## src/rtl/esc_seq_pkg.sv

```systemverilog
package esc_seq_pkg;

  localparam int unsigned CHAR_W = 8;
  localparam int unsigned RUN_W  = 8;
  localparam int unsigned TIME_W = 16;

  typedef enum logic [1:0] {
    ST_PRE_GUARD  = 2'd0,
    ST_ARMED      = 2'd1,
    ST_IN_RUN     = 2'd2,
    ST_POST_GUARD = 2'd3
  } esc_state_e;

  typedef struct packed {
    logic [CHAR_W-1:0] cmd_char;
    logic [RUN_W-1:0]  run_len;
    logic [TIME_W-1:0] pre_len;
    logic [TIME_W-1:0] post_len;
    logic [TIME_W-1:0] gap_lim;
  } esc_cfg_t;

endpackage

```

## src/rtl/esc_cfg_regs.sv

```systemverilog
module esc_cfg_regs
  import esc_seq_pkg::*;
#(
  parameter logic [CHAR_W-1:0] DEF_CHAR = 8'h2B,
  parameter logic [RUN_W-1:0]  DEF_RUN  = 8'd3,
  parameter logic [TIME_W-1:0] DEF_PRE  = 16'd2305,
  parameter logic [TIME_W-1:0] DEF_POST = 16'd2305,
  parameter logic [TIME_W-1:0] DEF_GAP  = 16'd11
) (
  input  logic              clk,
  input  logic              rst_n,
  input  logic              load,
  input  esc_cfg_t          cfg_d,
  output esc_cfg_t          cfg_q,
  output logic [RUN_W-1:0]  need
);

  esc_cfg_t cfg_r;

  always_ff @(posedge clk) begin
    if (!rst_n) begin
      cfg_r.cmd_char <= DEF_CHAR;
      cfg_r.run_len  <= DEF_RUN;
      cfg_r.pre_len  <= DEF_PRE;
      cfg_r.post_len <= DEF_POST;
      cfg_r.gap_lim  <= DEF_GAP;
    end else if (load) begin
      cfg_r <= cfg_d;
    end
  end

  assign cfg_q = cfg_r;
  // a run length of zero is promoted to one
  assign need  = (cfg_r.run_len == '0) ? RUN_W'(1) : cfg_r.run_len;

  a_r10_load_takes: assert property (@(posedge clk) disable iff (!rst_n)
    load |=> (cfg_q == $past(cfg_d)));

  a_r5_need_nonzero: assert property (@(posedge clk) disable iff (!rst_n)
    need != '0);

endmodule

```

## src/rtl/esc_tick_timer.sv

```systemverilog
module esc_tick_timer #(
  parameter int unsigned W = 16
) (
  input  logic         clk,
  input  logic         rst_n,
  input  logic         clear,
  input  logic         advance,
  input  logic [W-1:0] limit,
  output logic         reached
);

  localparam logic [W-1:0] CNT_MAX = {W{1'b1}};

  logic [W-1:0] cnt_q;

  always_ff @(posedge clk) begin
    if (!rst_n || clear) begin
      cnt_q <= '0;
    end else if (advance && cnt_q != CNT_MAX) begin
      cnt_q <= cnt_q + W'(1);
    end
  end

  assign reached = (cnt_q >= limit);

  // the count only moves forward unless cleared
  a_r3_count_monotonic: assert property (@(posedge clk) disable iff (!rst_n)
    !clear |=> (cnt_q >= $past(cnt_q)));

  a_r3_clear_zeroes: assert property (@(posedge clk) disable iff (!rst_n)
    clear |=> (cnt_q == '0));

endmodule

```

## src/rtl/esc_seq_fsm.sv

```systemverilog
module esc_seq_fsm
  import esc_seq_pkg::*;
(
  input  logic              clk,
  input  logic              rst_n,
  input  logic              in_valid,
  input  logic [CHAR_W-1:0] in_data,
  input  logic              rx_idle,
  input  logic              bit_tick,
  input  logic [CHAR_W-1:0] cmd_char,
  input  logic [RUN_W-1:0]  need,
  input  logic              guard_met,
  input  logic              gap_expired,
  output esc_state_e        state,
  output logic              guard_clear,
  output logic              guard_adv,
  output logic              gap_clear,
  output logic              gap_adv,
  output logic              detect
);

  esc_state_e st_q, st_d;
  logic [RUN_W-1:0] seen_q, seen_d;
  logic             det_q, det_d;
  logic             hit;
  logic             in_guard;
  logic [RUN_W:0]   seen_inc;

  assign hit      = in_valid && (in_data == cmd_char);
  assign in_guard = (st_q == ST_PRE_GUARD) || (st_q == ST_POST_GUARD);
  assign seen_inc = {1'b0, seen_q} + (RUN_W+1)'(1);

  always_comb begin
    st_d   = st_q;
    seen_d = seen_q;
    det_d  = 1'b0;
    unique case (st_q)
      ST_PRE_GUARD: begin
        if (!in_valid && guard_met) st_d = ST_ARMED;
      end
      ST_ARMED: begin
        if (in_valid) begin
          if (!hit) begin
            st_d = ST_PRE_GUARD;
          end else if (need == RUN_W'(1)) begin
            st_d = ST_POST_GUARD;
          end else begin
            st_d   = ST_IN_RUN;
            seen_d = RUN_W'(1);
          end
        end
      end
      ST_IN_RUN: begin
        if (in_valid) begin
          if (!hit) begin
            st_d = ST_PRE_GUARD;
          end else if (seen_inc >= {1'b0, need}) begin
            st_d = ST_POST_GUARD;
          end else begin
            seen_d = seen_inc[RUN_W-1:0];
          end
        end else if (bit_tick && gap_expired) begin
          st_d = ST_PRE_GUARD;
        end
      end
      ST_POST_GUARD: begin
        if (in_valid) begin
          st_d = ST_PRE_GUARD;
        end else if (guard_met) begin
          st_d  = ST_PRE_GUARD;
          det_d = 1'b1;
        end
      end
      default: st_d = ST_PRE_GUARD;
    endcase
  end

  always_ff @(posedge clk) begin
    if (!rst_n) begin
      st_q   <= ST_PRE_GUARD;
      seen_q <= '0;
      det_q  <= 1'b0;
    end else begin
      st_q   <= st_d;
      seen_q <= seen_d;
      det_q  <= det_d;
    end
  end

  // guard counter is kept at zero outside the guard states, so every
  // entry into a guard state starts from zero
  assign guard_clear = in_valid || !rx_idle || !in_guard || (st_q != st_d) || det_d;
  assign guard_adv   = in_guard && bit_tick && rx_idle && !in_valid && !guard_met;
  assign gap_clear   = (st_q != ST_IN_RUN) || in_valid;
  assign gap_adv     = (st_q == ST_IN_RUN) && bit_tick && !in_valid && !gap_expired;

  assign state  = st_q;
  assign detect = det_q;

  a_r4_mismatch_restarts: assert property (@(posedge clk) disable iff (!rst_n)
    (in_valid && in_data != cmd_char && (st_q == ST_ARMED || st_q == ST_IN_RUN))
      |=> (st_q == ST_PRE_GUARD));

  a_r5_single_char_run: assert property (@(posedge clk) disable iff (!rst_n)
    (st_q == ST_ARMED && hit && need == RUN_W'(1)) |=> (st_q == ST_POST_GUARD));

  a_r6_gap_abandon: assert property (@(posedge clk) disable iff (!rst_n)
    (st_q == ST_IN_RUN && !in_valid && bit_tick && gap_expired) |=> (st_q == ST_PRE_GUARD));

  a_r7_post_byte_aborts: assert property (@(posedge clk) disable iff (!rst_n)
    (st_q == ST_POST_GUARD && in_valid) |=> (st_q == ST_PRE_GUARD && !detect));

  a_r8_from_post_guard: assert property (@(posedge clk) disable iff (!rst_n)
    detect |-> ($past(st_q) == ST_POST_GUARD && st_q == ST_PRE_GUARD));

  a_r8_one_cycle: assert property (@(posedge clk) disable iff (!rst_n)
    detect |=> !detect);

endmodule

```

## src/rtl/esc_seq_detect.sv

```systemverilog
module esc_seq_detect
  import esc_seq_pkg::*;
#(
  parameter logic [CHAR_W-1:0] DEF_CHAR = 8'h2B,
  parameter logic [RUN_W-1:0]  DEF_RUN  = 8'd3,
  parameter logic [TIME_W-1:0] DEF_PRE  = 16'd2305,
  parameter logic [TIME_W-1:0] DEF_POST = 16'd2305,
  parameter logic [TIME_W-1:0] DEF_GAP  = 16'd11
) (
  input  logic              clk,
  input  logic              rst_n,
  input  logic              in_valid,
  output logic              in_ready,
  input  logic [CHAR_W-1:0] in_data,
  input  logic              rx_idle,
  input  logic              bit_tick,
  input  logic              cfg_load,
  input  logic [CHAR_W-1:0] cfg_char,
  input  logic [RUN_W-1:0]  cfg_count,
  input  logic [TIME_W-1:0] cfg_pre_idle,
  input  logic [TIME_W-1:0] cfg_post_idle,
  input  logic [TIME_W-1:0] cfg_gap,
  output logic              detect,
  output logic [1:0]        dbg_state
);

  esc_cfg_t         cfg_in, cfg;
  logic [RUN_W-1:0] need;
  esc_state_e       state;
  logic             guard_clear, guard_adv, guard_met;
  logic             gap_clear, gap_adv, gap_expired;
  logic [TIME_W-1:0] guard_lim;
  logic             ready_q;

  assign cfg_in = '{cmd_char: cfg_char, run_len: cfg_count, pre_len: cfg_pre_idle,
                    post_len: cfg_post_idle, gap_lim: cfg_gap};

  esc_cfg_regs #(
    .DEF_CHAR(DEF_CHAR), .DEF_RUN(DEF_RUN), .DEF_PRE(DEF_PRE),
    .DEF_POST(DEF_POST), .DEF_GAP(DEF_GAP)
  ) u_cfg (
    .clk(clk), .rst_n(rst_n), .load(cfg_load), .cfg_d(cfg_in),
    .cfg_q(cfg), .need(need)
  );

  // one counter serves both guards; its limit follows the state
  assign guard_lim = (state == ST_POST_GUARD) ? cfg.post_len : cfg.pre_len;

  esc_tick_timer #(.W(TIME_W)) u_guard (
    .clk(clk), .rst_n(rst_n), .clear(guard_clear), .advance(guard_adv),
    .limit(guard_lim), .reached(guard_met)
  );

  esc_tick_timer #(.W(TIME_W)) u_gap (
    .clk(clk), .rst_n(rst_n), .clear(gap_clear), .advance(gap_adv),
    .limit(cfg.gap_lim), .reached(gap_expired)
  );

  esc_seq_fsm u_fsm (
    .clk(clk), .rst_n(rst_n), .in_valid(in_valid), .in_data(in_data),
    .rx_idle(rx_idle), .bit_tick(bit_tick), .cmd_char(cfg.cmd_char),
    .need(need), .guard_met(guard_met), .gap_expired(gap_expired),
    .state(state), .guard_clear(guard_clear), .guard_adv(guard_adv),
    .gap_clear(gap_clear), .gap_adv(gap_adv), .detect(detect)
  );

  always_ff @(posedge clk) begin
    if (!rst_n) ready_q <= 1'b0;
    else        ready_q <= 1'b1;
  end

  assign in_ready  = ready_q || rst_n;
  assign dbg_state = state;

  a_r2_no_backpressure: assert property (@(posedge clk) disable iff (!rst_n)
    in_valid |-> in_ready);

endmodule

```

## config.mk

```make
export PLATFORM = sky130hd
export DESIGN_NAME = esc_seq_detect
export DESIGN_NICKNAME = d
export VERILOG_FILES = /design/src/rtl/esc_seq_pkg.sv /design/src/rtl/esc_cfg_regs.sv /design/src/rtl/esc_tick_timer.sv /design/src/rtl/esc_seq_fsm.sv /design/src/rtl/esc_seq_detect.sv
export SDC_FILE = /design/constraint.sdc
export NUM_CORES = 1
export LEC_CHECK = 0
export BUFFER_PORTS_ARGS = -buffer_cell sky130_fd_sc_hd__buf_2
export CAP_MARGIN = 15
export CORE_MARGIN = 5
export CORE_UTILIZATION = 30
export CTS_CLUSTER_DIAMETER = 150
export DETAILED_ROUTE_END_ITERATION = 8
export PLACE_DENSITY_LB_ADDON = 0.3
export REMOVE_ABC_BUFFERS = 1
export SYNTH_ARGS = -nofsm -noshare
export SYNTH_HDL_FRONTEND = slang
export SYNTH_SLANG_ARGS = --single-unit
```

## constraint.sdc

```tcl
create_clock -name clk -period 5.1 [get_ports clk]
set_input_delay 0 -clock clk [delete_from_list [all_inputs] [get_ports clk]]
set_output_delay 0 -clock clk [all_outputs]
set_load 0.01 [all_outputs]
```

Word level (Yosys, flattened, before mapping)
Cells that the tools add are included.
{ "totals": {"reg_bits": 108, "inputBits": 78, "wordCells": 87} }
{ "op_classes": {"add_sub_neg": 3, "n_lt_le_gt_ge": 3, "n_eq_ne": 15, "n_mux": 24, "reduce_logical": 31} }
{ "ops": {"columns": ["operator", "count"], "rows": [
  ["$mux 8", 7],
  ["$add 16x1->16 const B", 2],
  ["$ge 16x16->1", 2],
  ["$ne 16x16->1 const B", 2],
  ["$mux 2", 9],
  ["$mux 16", 1],
  ["$pmux 8 s2", 1],
  ["$logic_and 1x1->1", 12],
  ["$ne 2x2->1 const B", 5],
  ["$add 8x1->9 const B", 1],
  ["$ge 9x8->1", 1],
  ["$logic_or 1x1->1", 9],
  ["$eq 8x1->1 const B", 1],
  ["$eq 8x8->1", 1],
  ["$logic_not 8->1", 1],
  ["$pmux 2 s4", 1],
  ["$reduce_and 7->1", 1],
  ["$logic_not 1->1", 6],
  ["$mux 1", 5],
  ["$eq 2x2->1 const B", 2],
  ["$ne 2x1->1 const B", 2],
  ["$eq 2x1->1 const B", 1],
  ["$logic_not 2->1", 1],
  ["$ne 2x2->1", 1],
  ["$reduce_bool 2->1", 1]
]} }

Longest topological paths before layout
{ "depth": {"ltp_word": 11, "depth_mapped": 14, "mapped_depth_nobuf": 11} }

By module
A second synthesis with hierarchy kept.
{ "hier_totals": {"hier_cells": 673, "hier_area_um2": 6348.6} }
{ "modules_own_cells": {"columns": ["module", "n_inst", "cells_each", "area_each_um2", "seq_area_each_um2"], "rows": [
  ["esc_tick_timer", 2, 148, 1249.9, 320.3],
  ["esc_cfg_regs", 1, 216, 2479.9, 1281.2],
  ["esc_seq_fsm", 1, 141, 1107.3, 220.2],
  ["esc_seq_detect", 1, 20, 261.5, 20.0]
]} }

Worst setup path after synthesis
Ideal clock, no wire load.
{ "synth_timing": {"kind": "register to register", "from": "register u_fsm.st_q[0], in the netlist u_fsm.state[0]", "to": "register u_guard.cnt_q[10]", "setup_ns": 0.086, "arrival_ns": 3.771, "t_required_ns": 5.014, "slack_ns": 1.244, "stages_incl_launch_ff": 14, "synth_period_minus_slack_ns": 3.856, "path_cell_list": "dfxtp_1 -> ha_1 -> clkbuf_1 -> clkbuf_1 -> mux2i_1 -> ha_1 -> a21o_1 -> a21o_1 -> a21oi_2 -> nor3b_1 -> o21ai_2 -> buf_6 -> or4_1 -> a211oi_1"} }
{ "synth_between": {"elab_chain_len": 10, "elab_cells_between_ends": 32, "cone_classes": "order compare (1); eq/ne (4); mux (13); reduce/logical (14)"} }
{ "synth_lines": {"columns": ["element", "line_no", "rtl"], "rows": [
  ["from (decl)", "esc_seq_fsm.sv:22", "esc_state_e st_q, st_d;"],
  ["from (signal assigned)", "esc_seq_fsm.sv:84", "st_q <= st_d;"],
  ["$eq 2x2->1", "esc_seq_fsm.sv:30, esc_seq_fsm.sv:37, esc_seq_detect.sv:47", null],
  ["$mux 16", "esc_seq_detect.sv:47", "assign guard_lim = (state == ST_POST_GUARD) ? cfg.post_len : cfg.pre_len;"],
  ["$ge 16x16->1", "esc_tick_timer.sv:24", "assign reached = (cnt_q >= limit);"],
  ["$mux 2 or $logic_and 1x1->1 (tied branches)", "esc_seq_fsm.sv:69, esc_seq_fsm.sv:39", null],
  ["$mux 2, on equally long branches", "esc_seq_fsm.sv:67, esc_seq_fsm.sv:39", null],
  ["$pmux 2 s4", "esc_seq_fsm.sv:37", "unique case (st_q)"],
  ["$ne 2x2->1", "esc_seq_fsm.sv:92", "assign guard_clear = in_valid || !rx_idle || !in_guard || (st_q != st_d) || det_d;"],
  ["$logic_or 1x1->1 (2 in a row)", "esc_seq_fsm.sv:92", null],
  ["$logic_or 1x1->1", "esc_tick_timer.sv:17", "if (!rst_n || clear) begin"],
  ["to (signal assigned)", "esc_tick_timer.sv:20", "cnt_q <= cnt_q + W'(1);"],
  ["to (decl)", "esc_tick_timer.sv:14", "logic [W-1:0] cnt_q;"]
]} }
Parallel ways exist; a longest one is shown, timed or not.
A chain may end at the register's enable or synchronous reset.

Worst setup path after layout
{ "layout_timing": {"from": "register u_fsm.st_q[0], in the netlist u_fsm.state[0]", "to": "register u_guard.cnt_q[15]"} }
The elaborated chain is that of the path after synthesis.

==> qor.csv <==
stage;metric;value;unit
placed_design;HPWL after detailed placement;10400;µm
logic_synthesis;Ys Warns;0;
timing;Max Clock Freq;249.0;MHz
die;Initial Util;0.3046;
detailed_routing;DRT Pass-1 Iters;4;
die;Die X;150.6;µm
worst_hold_path;Hold Path Class;input pin to register;
grt;first-pass GRT wire length;24120;µm
timing;Fin Setup TNS;0;ps
die;die area;22670;µm²
placed_design;gpl congestion;0.7740;
grt;GRT Residual Overflow;0;
final_layout;ANT cells;0;
pwr;P per Cell Area;277.8;nW/µm²
logic_synthesis;synthesized area;5928;µm²
clock_network;Clk Latency, worst-skew pair;360;ps
detailed_routing;# DRC;0;
logic_synthesis;number of synthesized flops with an enable pin;0;
critical_path;slowest CP cell;or4_1;
placed_design;Place WS;1129;ps
clock_network;clk sinks;108;
timing;endpoints failing setup;0;
timing;fin crit period;4017;ps
timing;clk_skew;8.632;ps
timing;Hold Slack;3.967;ps
clock_network;clock tree buffer depth;2;
timing;RSZ-0062 raised after global routing;no;
clock_network;CTS root buf;clkbuf_16;
critical_path;WP data arrival;4290;ps
grt;initial antenna violation count;0;
placed_design;dpl cells;979;
critical_path;max incr delay on CP;580;ps
die;IO Count;82;
logic_synthesis;register bit total from synthesis;108;
detailed_routing;final WL;14370;µm
timing;final hold viol count;0;
grt;largest net degree at the start of global routing;44;
final_layout;share of post-route cells with drive strength above 1;0.1448;
logic_synthesis;Avg Inst Size Synth;9.009;µm²
final_layout;Final Instance Count excl. Fillers;1059;
critical_path;r2r worst-path depth;11;
final_layout;Synth-to-Final Area Change;26.93;%
timing;final max-slew violation count;0;
timing;period utilization;0.7876;
detailed_routing;DR iter-0 viols;232;
clock_network;CTS tree;built;
detailed_routing;vias;5006;
grt;number of global-route vias before repair;4921;
critical_path;Startpoint Class;register;
pwr;leakage power;0.003142;µW
clock_network;Post-CTS Setup Inserts;0;
final_layout;Finished Cell Area;7525;µm²
placed_design;PortBufs;81;
critical_path;CP Depth;11;
outcome;status;finished, final reports clean;
die;std cell rows;51;
final_layout;nets;914;
logic_synthesis;number of distinct library cells after synthesis;55;
placed_design;placed cell areas;6594;µm²
job;# Max-Cap Violations;0;
critical_path;Critical Path End Type;register;
logic_synthesis;ys flop type;dfxtp_1;
critical_path;delay-heaviest family, CP;compound AO/OA/AOI/OAI gates;
final_layout;commonest cells after routing, fill and taps aside;dfxtp_1, nor2_1, buf_2;
timing;worst slew pin tran;902.9;ps
pwr;peak supply drop;154.2;µV
die;core footprint;19460;µm²
clock_network;CTS H-tree depth;3;
logic_synthesis;top-area cell type share of the netlist area;0.3647;
critical_path;CP Cell Sequence;ha_1 -> buf_12 -> mux2i_1 -> ha_1 -> a211o_1 -> a21oi_2 -> o21ai_2 -> a2111oi_4 -> o21ai_2 -> or4_1 -> a211oi_1;
critical_path;Required @ worst endpoint;5380;ps
logic_synthesis;Synth area leaders;dfxtp_1, mux2i_1, ha_1;
detailed_routing;WL/cell;13.57;µm
clock_network;Num CTS Buffers;9;
timing;worst relative slew slack;0.3980;
critical_path;CP Class;register to register;
worst_hold_path;hold depth;2;
grt;GRT Resource Usage Total;0.1328;
detailed_routing;Post-DRT Antenna Nets;0;
die;Die Span Y;150.6;µm
clock_network;Reg clk slew, reported paths;80;ps
logic_synthesis;Mapped Cells;658;
logic_synthesis;cell taking the most area after synthesis;dfxtp_1;
critical_path;Worst Path Buf+Inv;1;
detailed_routing;post-DR vias/cell;4.727;
final_layout;most common cell after layout, fill and taps aside;dfxtp_1;
logic_synthesis;Seq/Total Area, Yosys;0.3647;
logic_synthesis;Post-synth ARST share;0;
timing;final setup margin;1083;ps
critical_path;CP Max Fanout;26;
cells by family (layout without fill, tap and decap cells):
kind of cell / after synthesis / in the layout / share of synthesized area
multiplexers: 79 / 79 / 0.1336
flip-flops: 108 / 108 / 0.3647
adder cells (fa/ha/maj): 47 / 47 / 0.09920
AND/OR/NAND/NOR: 225 / 225 / 0.1866
XOR/XNOR: 32 / 32 / 0.04728
buffers and inverters: 63 / 199 / 0.04179
AO/OA/AOI/OAI: 104 / 104 / 0.1269
flip-flops by register name, indices dropped and copies added (netlist names):
register and count:
ready_q 1, u_cfg.cfg_q 64, u_fsm.detect 1, u_fsm.seen_q 8, u_fsm.state 2, u_gap.cnt_q 16, u_guard.cnt_q 16
layout make-up:
cell class	count	area, µm²
Fill cell	1952	11940
Multi-Input combinational cell	487	3518
Sequential cell	108	2162
Timing Repair Buffer	150	1099
Tap cell	265	331.6
Clock buffer	9	225.2
Inverter	33	123.9
Clock inverter	7	65.06
worst reg2reg max path, stage by stage, from the launching register on:
cell and delay [ps]:
dfxtp_1 530, ha_1 570, buf_12 230, mux2i_1 200, ha_1 250, a211o_1 300
a21oi_2 120, o21ai_2 90, a2111oi_4 470, o21ai_2 360, or4_1 590, a211oi_1 220
through the flow:
step / utilization / total power (µW)
after floorplan: - / 1224
after global placement: 0.3388 / 1376
after detailed placement: 0.3388 / 1378
after CTS: 0.3866 / 2127
after global routing: 0.3866 / 2219
final: 0.3866 / 2091
where the power goes:
part / internal (µW) / total [µW] / switching (µW)
Combinational: 210 / 475 / 265
Clock: 344 / 697 / 353
Sequential: 882 / 919 / 36.4
repair_timing:
action | 4_1_cts | 5_1_grt
hold endpoints to repair | 64 | 0
setup endpoints to repair | 0 | 0
hold buffers | 64 | 0
gates resized for setup | 0 | 0
worst paths after layout:
check,slack (ps),startpoint,to
max reg2reg,1080,u_fsm.state[0]$_SDFF_PN0_,u_guard.cnt_q[15]$_SDFFE_PP0P_
min reg2reg,480,u_cfg.cfg_q[32]$_SDFFE_PN1P_,u_cfg.cfg_q[32]$_SDFFE_PN1P_
max,1080,u_fsm.state[0]$_SDFF_PN0_,u_guard.cnt_q[15]$_SDFFE_PP0P_
min,4,in_valid,u_fsm.detect$_SDFF_PN0_
cells in the mapped netlist (8+ instances only):
cell type	instances
dfxtp_1	108
nor2_1	80
mux2i_1	78
ha_1	47
nand2_1	45
inv_1	33
xnor2_1	25
o21ai_0	19
a21oi_1	18
clkbuf_1	18
nor3_1	16
a211oi_1	15
nand4_1	14
nand3_1	12
o31ai_1	10
or4_1	9
buf_1	8
nor4_1	8
routing by layer:
metal	share of wire	wire length [µm]	GRT usage
met5	0	0	0
met1	0.51	7294	0.1873
met2	0.43	6213	0.2039
met4	0.014	197	0.04216
met3	0.046	663	0.02619
Power figures use the tool's default switching activity.
